**src/rtl/expg_decode.sv**
```systemverilog
module expg_decode #(
  parameter int WIN_W = 32,
  parameter int LZ_W  = 5,
  parameter int MAX_M = 15,
  parameter int VAL_W = 32,
  parameter int LEN_W = 6
) (
  input  logic             clk,
  input  logic             rst_n,
  input  logic             start,
  input  logic [WIN_W-1:0] win,
  input  logic [LZ_W-1:0]  lz,
  input  logic [1:0]       mode,
  input  logic [VAL_W-1:0] trange,
  output logic [VAL_W-1:0] value,
  output logic [LEN_W-1:0] len,
  output logic             err,
  output logic             done
);
  localparam int SUF_W = MAX_M;

  logic [WIN_W-1:0] probe, past_one;
  logic [SUF_W-1:0] suf_raw;
  logic [VAL_W-1:0] info, code_num, half_up, sval, mapped;
  logic             m_ok, lead_bit, bad, trunc1;
  logic [LEN_W-1:0] len_c;

  assign m_ok     = (int'(lz) <= MAX_M);
  assign probe    = win << lz;
  assign lead_bit = probe[WIN_W-1];
  assign past_one = probe << 1;
  assign suf_raw  = past_one[WIN_W-1 -: SUF_W];
  assign info     = m_ok ? (VAL_W'(suf_raw) >> (SUF_W - int'(lz))) : '0;
  assign code_num = (VAL_W'(1) << lz) - VAL_W'(1) + info;
  assign half_up  = (code_num + VAL_W'(1)) >> 1;
  assign sval     = code_num[0] ? half_up : -(code_num >> 1);
  assign trunc1   = (mode == 2'd2) && (trange == VAL_W'(1));
  assign bad      = !trunc1 && (!m_ok || !lead_bit);
  assign len_c    = LEN_W'({lz, 1'b1});

  always_comb begin
    if (trunc1)           mapped = VAL_W'(!win[WIN_W-1]);
    else if (mode == 2'd1) mapped = sval;
    else                  mapped = code_num;
  end

  always_ff @(posedge clk or negedge rst_n) begin
    if (!rst_n) begin
      value <= '0;
      len   <= '0;
      err   <= 1'b0;
      done  <= 1'b0;
    end else begin
      done <= start;
      if (start) begin
        err   <= bad;
        value <= bad ? '0 : mapped;
        len   <= bad ? '0 : (trunc1 ? LEN_W'(1) : len_c);
      end
    end
  end

  AST_DONE_AFTER_START: assert property (@(posedge clk) disable iff (!rst_n) start |=> done);
  AST_NO_SPURIOUS_DONE: assert property (@(posedge clk) disable iff (!rst_n) !start |=> !done);
  AST_HOLD_IDLE: assert property (@(posedge clk) disable iff (!rst_n) !start |=> ($stable(value) && $stable(len) && $stable(err)));
  AST_ERR_ZERO: assert property (@(posedge clk) disable iff (!rst_n) (done && err) |-> (len == '0 && value == '0));
  AST_LEN_ODD: assert property (@(posedge clk) disable iff (!rst_n) (done && !err) |-> len[0]);
  AST_LEN_FITS: assert property (@(posedge clk) disable iff (!rst_n) done |-> (int'(len) <= 2*MAX_M+1));
  AST_TRUNC_ONE: assert property (@(posedge clk) disable iff (!rst_n) (start && mode == 2'd2 && trange == VAL_W'(1)) |=> (len == LEN_W'(1) && !err));
endmodule

```
**config.mk**
```make
export PLATFORM = sky130hd
export DESIGN_NAME = expg_decode
export DESIGN_NICKNAME = d
export VERILOG_FILES = /design/src/rtl/expg_decode.sv
export SDC_FILE = /design/constraint.sdc
export NUM_CORES = 1
export LEC_CHECK = 0
export BUFFER_PORTS_ARGS = -buffer_cell sky130_fd_sc_hd__buf_2
export CORE_MARGIN = 2
export CORE_UTILIZATION = 54
export CTS_BUF_LIST = sky130_fd_sc_hd__clkbuf_4
export DETAILED_ROUTE_END_ITERATION = 10
export PLACE_DENSITY = 0.84
export SKIP_CTS_REPAIR_TIMING = 1
export SKIP_LAST_GASP = 1
export SYNTH_ARGS = -nofsm -noshare
export SYNTH_HDL_FRONTEND = slang
export SYNTH_SLANG_ARGS = --single-unit
```
**constraint.sdc**
```tcl
create_clock -name clk -period 0.8 [get_ports clk]
set_input_delay 0.08 -clock clk [delete_from_list [all_inputs] [get_ports clk]]
set_output_delay 0.08 -clock clk [all_outputs]
set_load 0.005 [all_outputs]
```
==> results of run 1 <==
==> metal layers <==
metal / global-route usage [%] / GRT overflow
met2: 92.0 / 0
met1: 72.7 / 0
met4: 80.4 / 1
met5: 39.0 / 0
met3: 64.2 / 0
==> cells by family after synthesis <==
kind of cell	Yosys count
DFF	40
xor gates and xnor gates	44
buffers and inverters	131
adders and majority gates	49
muxes	72
and+or+nand+nor	327
AOI/OAI and AO/OA	297
==> synth_stat cells, drive strengths merged (12+ instances only) <==
library cell / number
nand2: 115
a21oi: 73
nor2: 72
o21ai: 71
inv: 64
ha: 48
mux2i: 47
clkbuf: 44
dfrtp: 40
xnor2: 24
buf: 20
xor2: 20
nand3: 19
a211oi: 18
nor4: 17
a22o: 15
mux4: 14
nand4: 14
nor2b: 14
nor3: 14
o211ai: 14
o22ai: 12
==> stage by stage <==
step                std cells  utilization (%)  worst slack (ns)  instance area [µm²]
global placement         1454             76.4             -4.78                10000
detailed placement       1454             76.4             -5.10                10000
CTS                      1461             77.2             -4.69                10100
floorplan                 960                -             -4.53                 7530
==> insert_results.sql, run 1 <==
INSERT INTO impl_metrics (metric_group, metric, value, unit) VALUES
('global_routing', 'grt_start_max_net_pins', '43', ''),
('global_routing', 'gr-usage-all-layers', '76.5', '%'),
('place', 'placement.io_buffers', '112', ''),
('synthesis', 'async_reset_ff_share', '100', '%'),
('floorplan', 'chipHeight', '119', 'µm'),
('clock_tree', 'cts-buffers-inserted', '5', ''),
('synthesis', 'yosys-mux-area-fraction', '12.7', '%'),
('global_routing', 'antenna_violations_before_repair', '4', ''),
('clock_tree', 'clock_tree.htree_level_count', '2', ''),
('synthesis', 'number_of_different_library_cells_in_the_post_synthesis_netlist', '90', ''),
('synthesis', 'ys_top_cells_by_area', 'sky130_fd_sc_hd__dfrtp_1 14%, sky130_fd_sc_hd__ha_1 8.4%, sky130_fd_sc_hd__mux2i_1 6.6%', ''),
('timing', 'postGrtWorstEndpoint', 'value[23]$_DFFE_PN0P_/D', ''),
('synthesis', 'synth.largest_area_cell', 'sky130_fd_sc_hd__dfrtp_1', ''),
('run_status', 'failing_step', '5_1_grt', ''),
('synthesis', 'synth_area', '7160', 'µm²'),
('run_status', 'run.stop_error', '[ERROR GRT-0232] Routing congestion too high. Check the congestion heatmap in the GUI.', ''),
('run_status', 'run_status', 'stopped before the end', ''),
('floorplan', 'die_width', '119', 'µm'),
('synthesis', 'syn_avg_cell_area', '7.46', 'µm²'),
('synthesis', 'synth_flop_cell', 'sky130_fd_sc_hd__dfrtp_1', ''),
('synthesis', 'number_of_enable_type_register_cells_in_the_synthesized_netlist', '0', ''),
('synthesis', 'ys.warnings.count', '0', ''),
('synthesis', 'synth_adder_area_share', '8.67', '%'),
('clock_tree', 'max-clock-path-buffers', '2', ''),
('place', 'post-dp-hpwl', '20400', 'µm'),
('synthesis', 'yosysTopAreaCellShare', '14.0', '%'),
('floorplan', 'floorplan.initialDensity', '54.7', '%'),
('place', 'gpl.final_weighted_congestion', '0.939', ''),
('synthesis', 'synthSimpleGateAreaFrac', '23.3', '%'),
('synthesis', 'ys_seq_area_share', '14.0', '%'),
('floorplan', 'ios', '114', ''),
('timing', 'worst_end_pin_type', 'sequential cell input', ''),
('synthesis', 'mappedNetlistNets', '1083', ''),
('synthesis', 'synth_compound_gate_area_share', '28.6', '%'),
('synthesis', 'postSynthCellCount', '960', ''),
('synthesis', 'synth_top_family_by_area', 'compound AO/OA/AOI/OAI gates', ''),
('floorplan', 'row_count', '42', ''),
('synthesis', 'ys_seq_elements', '40', ''),
('clock_tree', 'cts_root_buf', 'sky130_fd_sc_hd__clkbuf_4', ''),
('synthesis', 'synth_xor_xnor_area_share', '5.49', '%'),
('clock_tree', 'numClockSinks', '40', ''),
('global_routing', 'grt_remaining_overflow', '1', '');
==> run 2: changes to the inputs <==
--- a/config.mk
+++ b/config.mk
@@ -7,10 +7,9 @@
 export LEC_CHECK = 0
 export BUFFER_PORTS_ARGS = -buffer_cell sky130_fd_sc_hd__buf_2
 export CORE_MARGIN = 2
-export CORE_UTILIZATION = 54
-export CTS_BUF_LIST = sky130_fd_sc_hd__clkbuf_4
+export CORE_UTILIZATION = 40
 export DETAILED_ROUTE_END_ITERATION = 10
-export PLACE_DENSITY = 0.84
+export PLACE_DENSITY_LB_ADDON = 0.15
 export SKIP_CTS_REPAIR_TIMING = 1
 export SKIP_LAST_GASP = 1
 export SYNTH_ARGS = -nofsm -noshare
==> constraint.sdc (replaced) <==
create_clock -name clk -period 1 [get_ports clk]
set_input_delay 0.1 -clock clk [delete_from_list [all_inputs] [get_ports clk]]
set_output_delay 0.1 -clock clk [all_outputs]
set_load 0.005 [all_outputs]
==> insert_results.sql, run 2 <==
INSERT INTO impl_metrics (metric_group, metric, value, unit) VALUES
('run_status', 'run_status', 'finished with violations', ''),
('run_status', 'failed_checks', 'negative setup slack', ''),
('place', 'placement.io_buffers', '112', ''),
('flow_run', 'cap_viol_max_count', '0', ''),
('synthesis', 'synth.largest_area_cell', 'sky130_fd_sc_hd__dfrtp_1', ''),
('floorplan', 'core', '17400', 'µm²'),
('critical_path', 'setup.worst_path.class', 'in2reg', ''),
('routing', 'drt_pre_antenna_iters', '8', ''),
('clock_tree', 'cts_tree', 'done', ''),
('place', 'placed_cells', '1497', ''),
('timing', 'finalCritPeriodShare', '528', '%'),
('synthesis', 'synth_area', '7160', 'µm²'),
('global_routing', 'gr-usage-all-layers', '23.7', '%'),
('min_path', 'hold-path-endpoint', 'done', ''),
('floorplan', 'fp.dieArea', '19000', 'µm²'),
('synthesis', 'ys_top_cells_by_area', 'sky130_fd_sc_hd__dfrtp_1 14%, sky130_fd_sc_hd__ha_1 8.4%, sky130_fd_sc_hd__mux2i_1 6.6%', ''),
('synthesis', 'yosys-top-cells-count', '114 x sky130_fd_sc_hd__nand2_1, 72 x sky130_fd_sc_hd__a21oi_1, 72 x sky130_fd_sc_hd__nor2_1', ''),
('timing', 'post-route-min-period', '5.28', 'ns'),
('floorplan', 'floorplan.initialDensity', '41.1', '%'),
('timing', 'fmaxAchievable', '0.189', 'GHz'),
('routing', 'drcViolationCount', '0', ''),
('timing', 'timing.final.hold_violations', '0', ''),
('synthesis', 'syn_avg_cell_area', '7.46', 'µm²'),
('synthesis', 'number_of_enable_type_register_cells_in_the_synthesized_netlist', '0', ''),
('critical_path', 'r2r_cells', '2', ''),
('routing', 'initialDrtViolationCount', '595', ''),
('critical_path', 'critPathMaxFanout', '8', ''),
('synthesis', 'postSynthCellCount', '960', ''),
('final_layout', 'registers.top_by_ff_count', 'value', ''),
('global_routing', 'via_count_of_the_first_global_routing_pass', '7686', ''),
('timing', 'fin_worst_hold_slack', '0.187', 'ns'),
('clock_tree', 'register_clock_pin_slew_on_the_reported_worst_setup_and_hold_paths', '0.06', 'ns'),
('global_routing', 'grt_remaining_overflow', '0', ''),
('critical_path', 'worst_setup_path_end_kind', 'register', ''),
('final_layout', 'synthToLayoutAreaGrowth', '56.6', '%'),
('clock_tree', 'cts-buffers-inserted', '5', ''),
('synthesis', 'number_of_different_library_cells_in_the_post_synthesis_netlist', '90', ''),
('place', 'gpl.final_weighted_congestion', '0.904', ''),
('global_routing', 'grt_pass1_wl', '37000', 'µm'),
('critical_path', 'worst_ep_arrival_time', '5.43', 'ns'),
('synthesis', 'synth_flop_cell', 'sky130_fd_sc_hd__dfrtp_1', ''),
('routing', 'vias_per_cell', '5.50', ''),
('routing', 'drt-wirelength-per-cell', '15.3', 'µm'),
('final_layout', 'stdcell_count', '1535', ''),
('power', 'power_density_normalized_to_cell_area', '1340', 'nW/µm²'),
('floorplan', 'ios', '114', ''),
('synthesis', 'mappedNetlistNets', '1083', ''),
('power', 'p_leak', '0.00534', 'µW'),
('floorplan', 'row_count', '48', ''),
('timing', 'maxSlewHeadroom', '66.8', '%'),
('clock_tree', 'numClockSinks', '40', ''),
('floorplan', 'chipHeight', '138', 'µm'),
('global_routing', 'antenna_violations_before_repair', '0', ''),
('final_layout', 'antenna-diode-count', '0', ''),
('final_layout', 'largest_register_ff_count', '32', ''),
('timing', 'grt_setup_unrepaired', 'yes', ''),
('final_layout', 'layout_cell_share_with_drive_strength_beyond_1', '45.3', '%'),
('critical_path', 'start_kind', 'input port', ''),
('min_path', 'holdCritPathClass', 'in2reg', ''),
('final_layout', 'final_net_count', '1432', ''),
('final_layout', 'regs_by_ff_count', 'value: 32 flops, len: 6 flops', ''),
('synthesis', 'yosysMostFrequentCell', 'sky130_fd_sc_hd__nand2_1', ''),
('timing', 'final.setup.tns', '-124.54', 'ns'),
('global_routing', 'grt_start_max_net_pins', '43', ''),
('clock_tree', 'cts_root_buf', 'sky130_fd_sc_hd__clkbuf_16', ''),
('timing', 'finalMaxSlewViolations', '0', ''),
('routing', 'via_count', '8448', ''),
('critical_path', 'r2r_start', 'value[28]', ''),
('synthesis', 'ys_seq_area_share', '14.0', '%'),
('critical_path', 'r2r_end', 'value[28]', ''),
('critical_path', 'timing.critical_path.required', '1.15', 'ns'),
('timing', 'finalSetupViolCount', '38', ''),
('final_layout', 'layout.cells.most_common', 'sky130_fd_sc_hd__buf_4', ''),
('critical_path', 'critPathMaxStageDelay', '0.44', 'ns'),
('synthesis', 'yosysTopAreaCellShare', '14.0', '%'),
('synthesis', 'ys.warnings.count', '0', ''),
('floorplan', 'die_width', '138', 'µm'),
('routing', 'ant_nets', '0', ''),
('timing', 'clock-skew-final', '0', 'ns'),
('timing', 'layout_setup_ws', '-4.28', 'ns'),
('synthesis', 'ys_seq_elements', '40', ''),
('place', 'post-dp-hpwl', '18500', 'µm'),
('final_layout', 'mostFrequentLayoutCells', '259 x sky130_fd_sc_hd__buf_4, 110 x sky130_fd_sc_hd__buf_2, 109 x sky130_fd_sc_hd__nand2_1', ''),
('clock_tree', 'clock_tree.htree_level_count', '2', ''),
('synthesis', 'async_reset_ff_share', '100', '%'),
('timing', 'timing_worst_slew_pin_value', '0.498', 'ns'),
('min_path', 'worstHoldStart', 'start', ''),
('critical_path', 'cp_slowest_cell', 'sky130_fd_sc_hd__mux4_2', ''),
('min_path', 'hold_depth', '2', ''),
('routing', 'routed_wirelength', '23500', 'µm'),
('clock_tree', 'max-clock-path-buffers', '2', ''),
('clock_tree', 'clock_insertion_delay_worst_skew', '0.28', 'ns'),
('power', 'irDropWorstVdd', '1630', 'µV'),
('critical_path', 'timing.reg2reg.setup_slack', '0.13', 'ns');
## run 2: cell counts after synthesis
No cell type changed its count.
## run 2: worst max-delay path by stage
stage	startpoint	to	slack [ns]	cells past startpoint
floorplan	lz[1]	value[24]	-4.35	28
global placement	lz[1]	value[29]	-4.87	25
detailed placement	lz[1]	value[24]	-4.91	25
CTS	lz[1]	value[24]	-4.66	25
global route	lz[1]	value[24]	-4.57	29
finish	lz[1]	value[24]	-4.28	28
## run 2: worst max-delay path, delay by kind of cell
family / cells / cell delay [ns]
AOI/OAI and AO/OA: 9 / 1.77
xor gates and xnor gates: 1 / 0.15
adders and majority gates: 2 / 0.70
buffers and inverters: 4 / 0.43
muxes: 3 / 0.90
and+or+nand+nor: 9 / 1.37
## run 2: through the flow
step                setup slack, ns  power, µW  instance area [µm²]  utilization, %
floorplan                     -4.35       7520                 7530               -
global placement              -4.87      11200                10000            57.5
detailed placement            -4.91      11300                10000            57.5
CTS                           -4.66      13200                10200            58.5
global route                  -4.57      16100                11200            64.4
finish                        -4.28      15000                11200            64.4
## run 2: per-layer routing
metal | wire length [µm] | vias up | global-route usage [%]
met4 | 272 | 0 | 4.08
li1 | - | 4252 | -
met3 | 1000 | 20 | 1.58
met2 | 10900 | 241 | 39.4
met5 | 0 | - | 0
met1 | 11300 | 3935 | 34.0
## run 2: where the power goes
group	switching (µW)	internal [µW]
sequential	127	1860
clock	644	1170
combinational	5560	5650
total	6330	8680
## run 2: final cells by class
cell class                 instances  area (µm²)
timing repair buffer             406        2990
sequential                        40        1000
inverter                          67         265
tap                              225         282
multi-input combinational        789        6510
clock buffer                       6         129
fill                            1479        6200
clock inverter                     2        35.0
## run 2: cell families (layout without fill, tap and decap cells)
| family | after synthesis | count (layout) | synth area share (%) |
|---|---|---|---|
| AOI/OAI and AO/OA | 297 | 297 | 28.6 |
| xor gates and xnor gates | 44 | 44 | 5.49 |
| adders and majority gates | 49 | 49 | 8.67 |
| buffers and inverters | 131 | 481 | 7.20 |
| DFF | 40 | 40 | 14.0 |
| muxes | 72 | 72 | 12.7 |
| and+or+nand+nor | 327 | 327 | 23.3 |
Power figures use the tool's default switching activity.
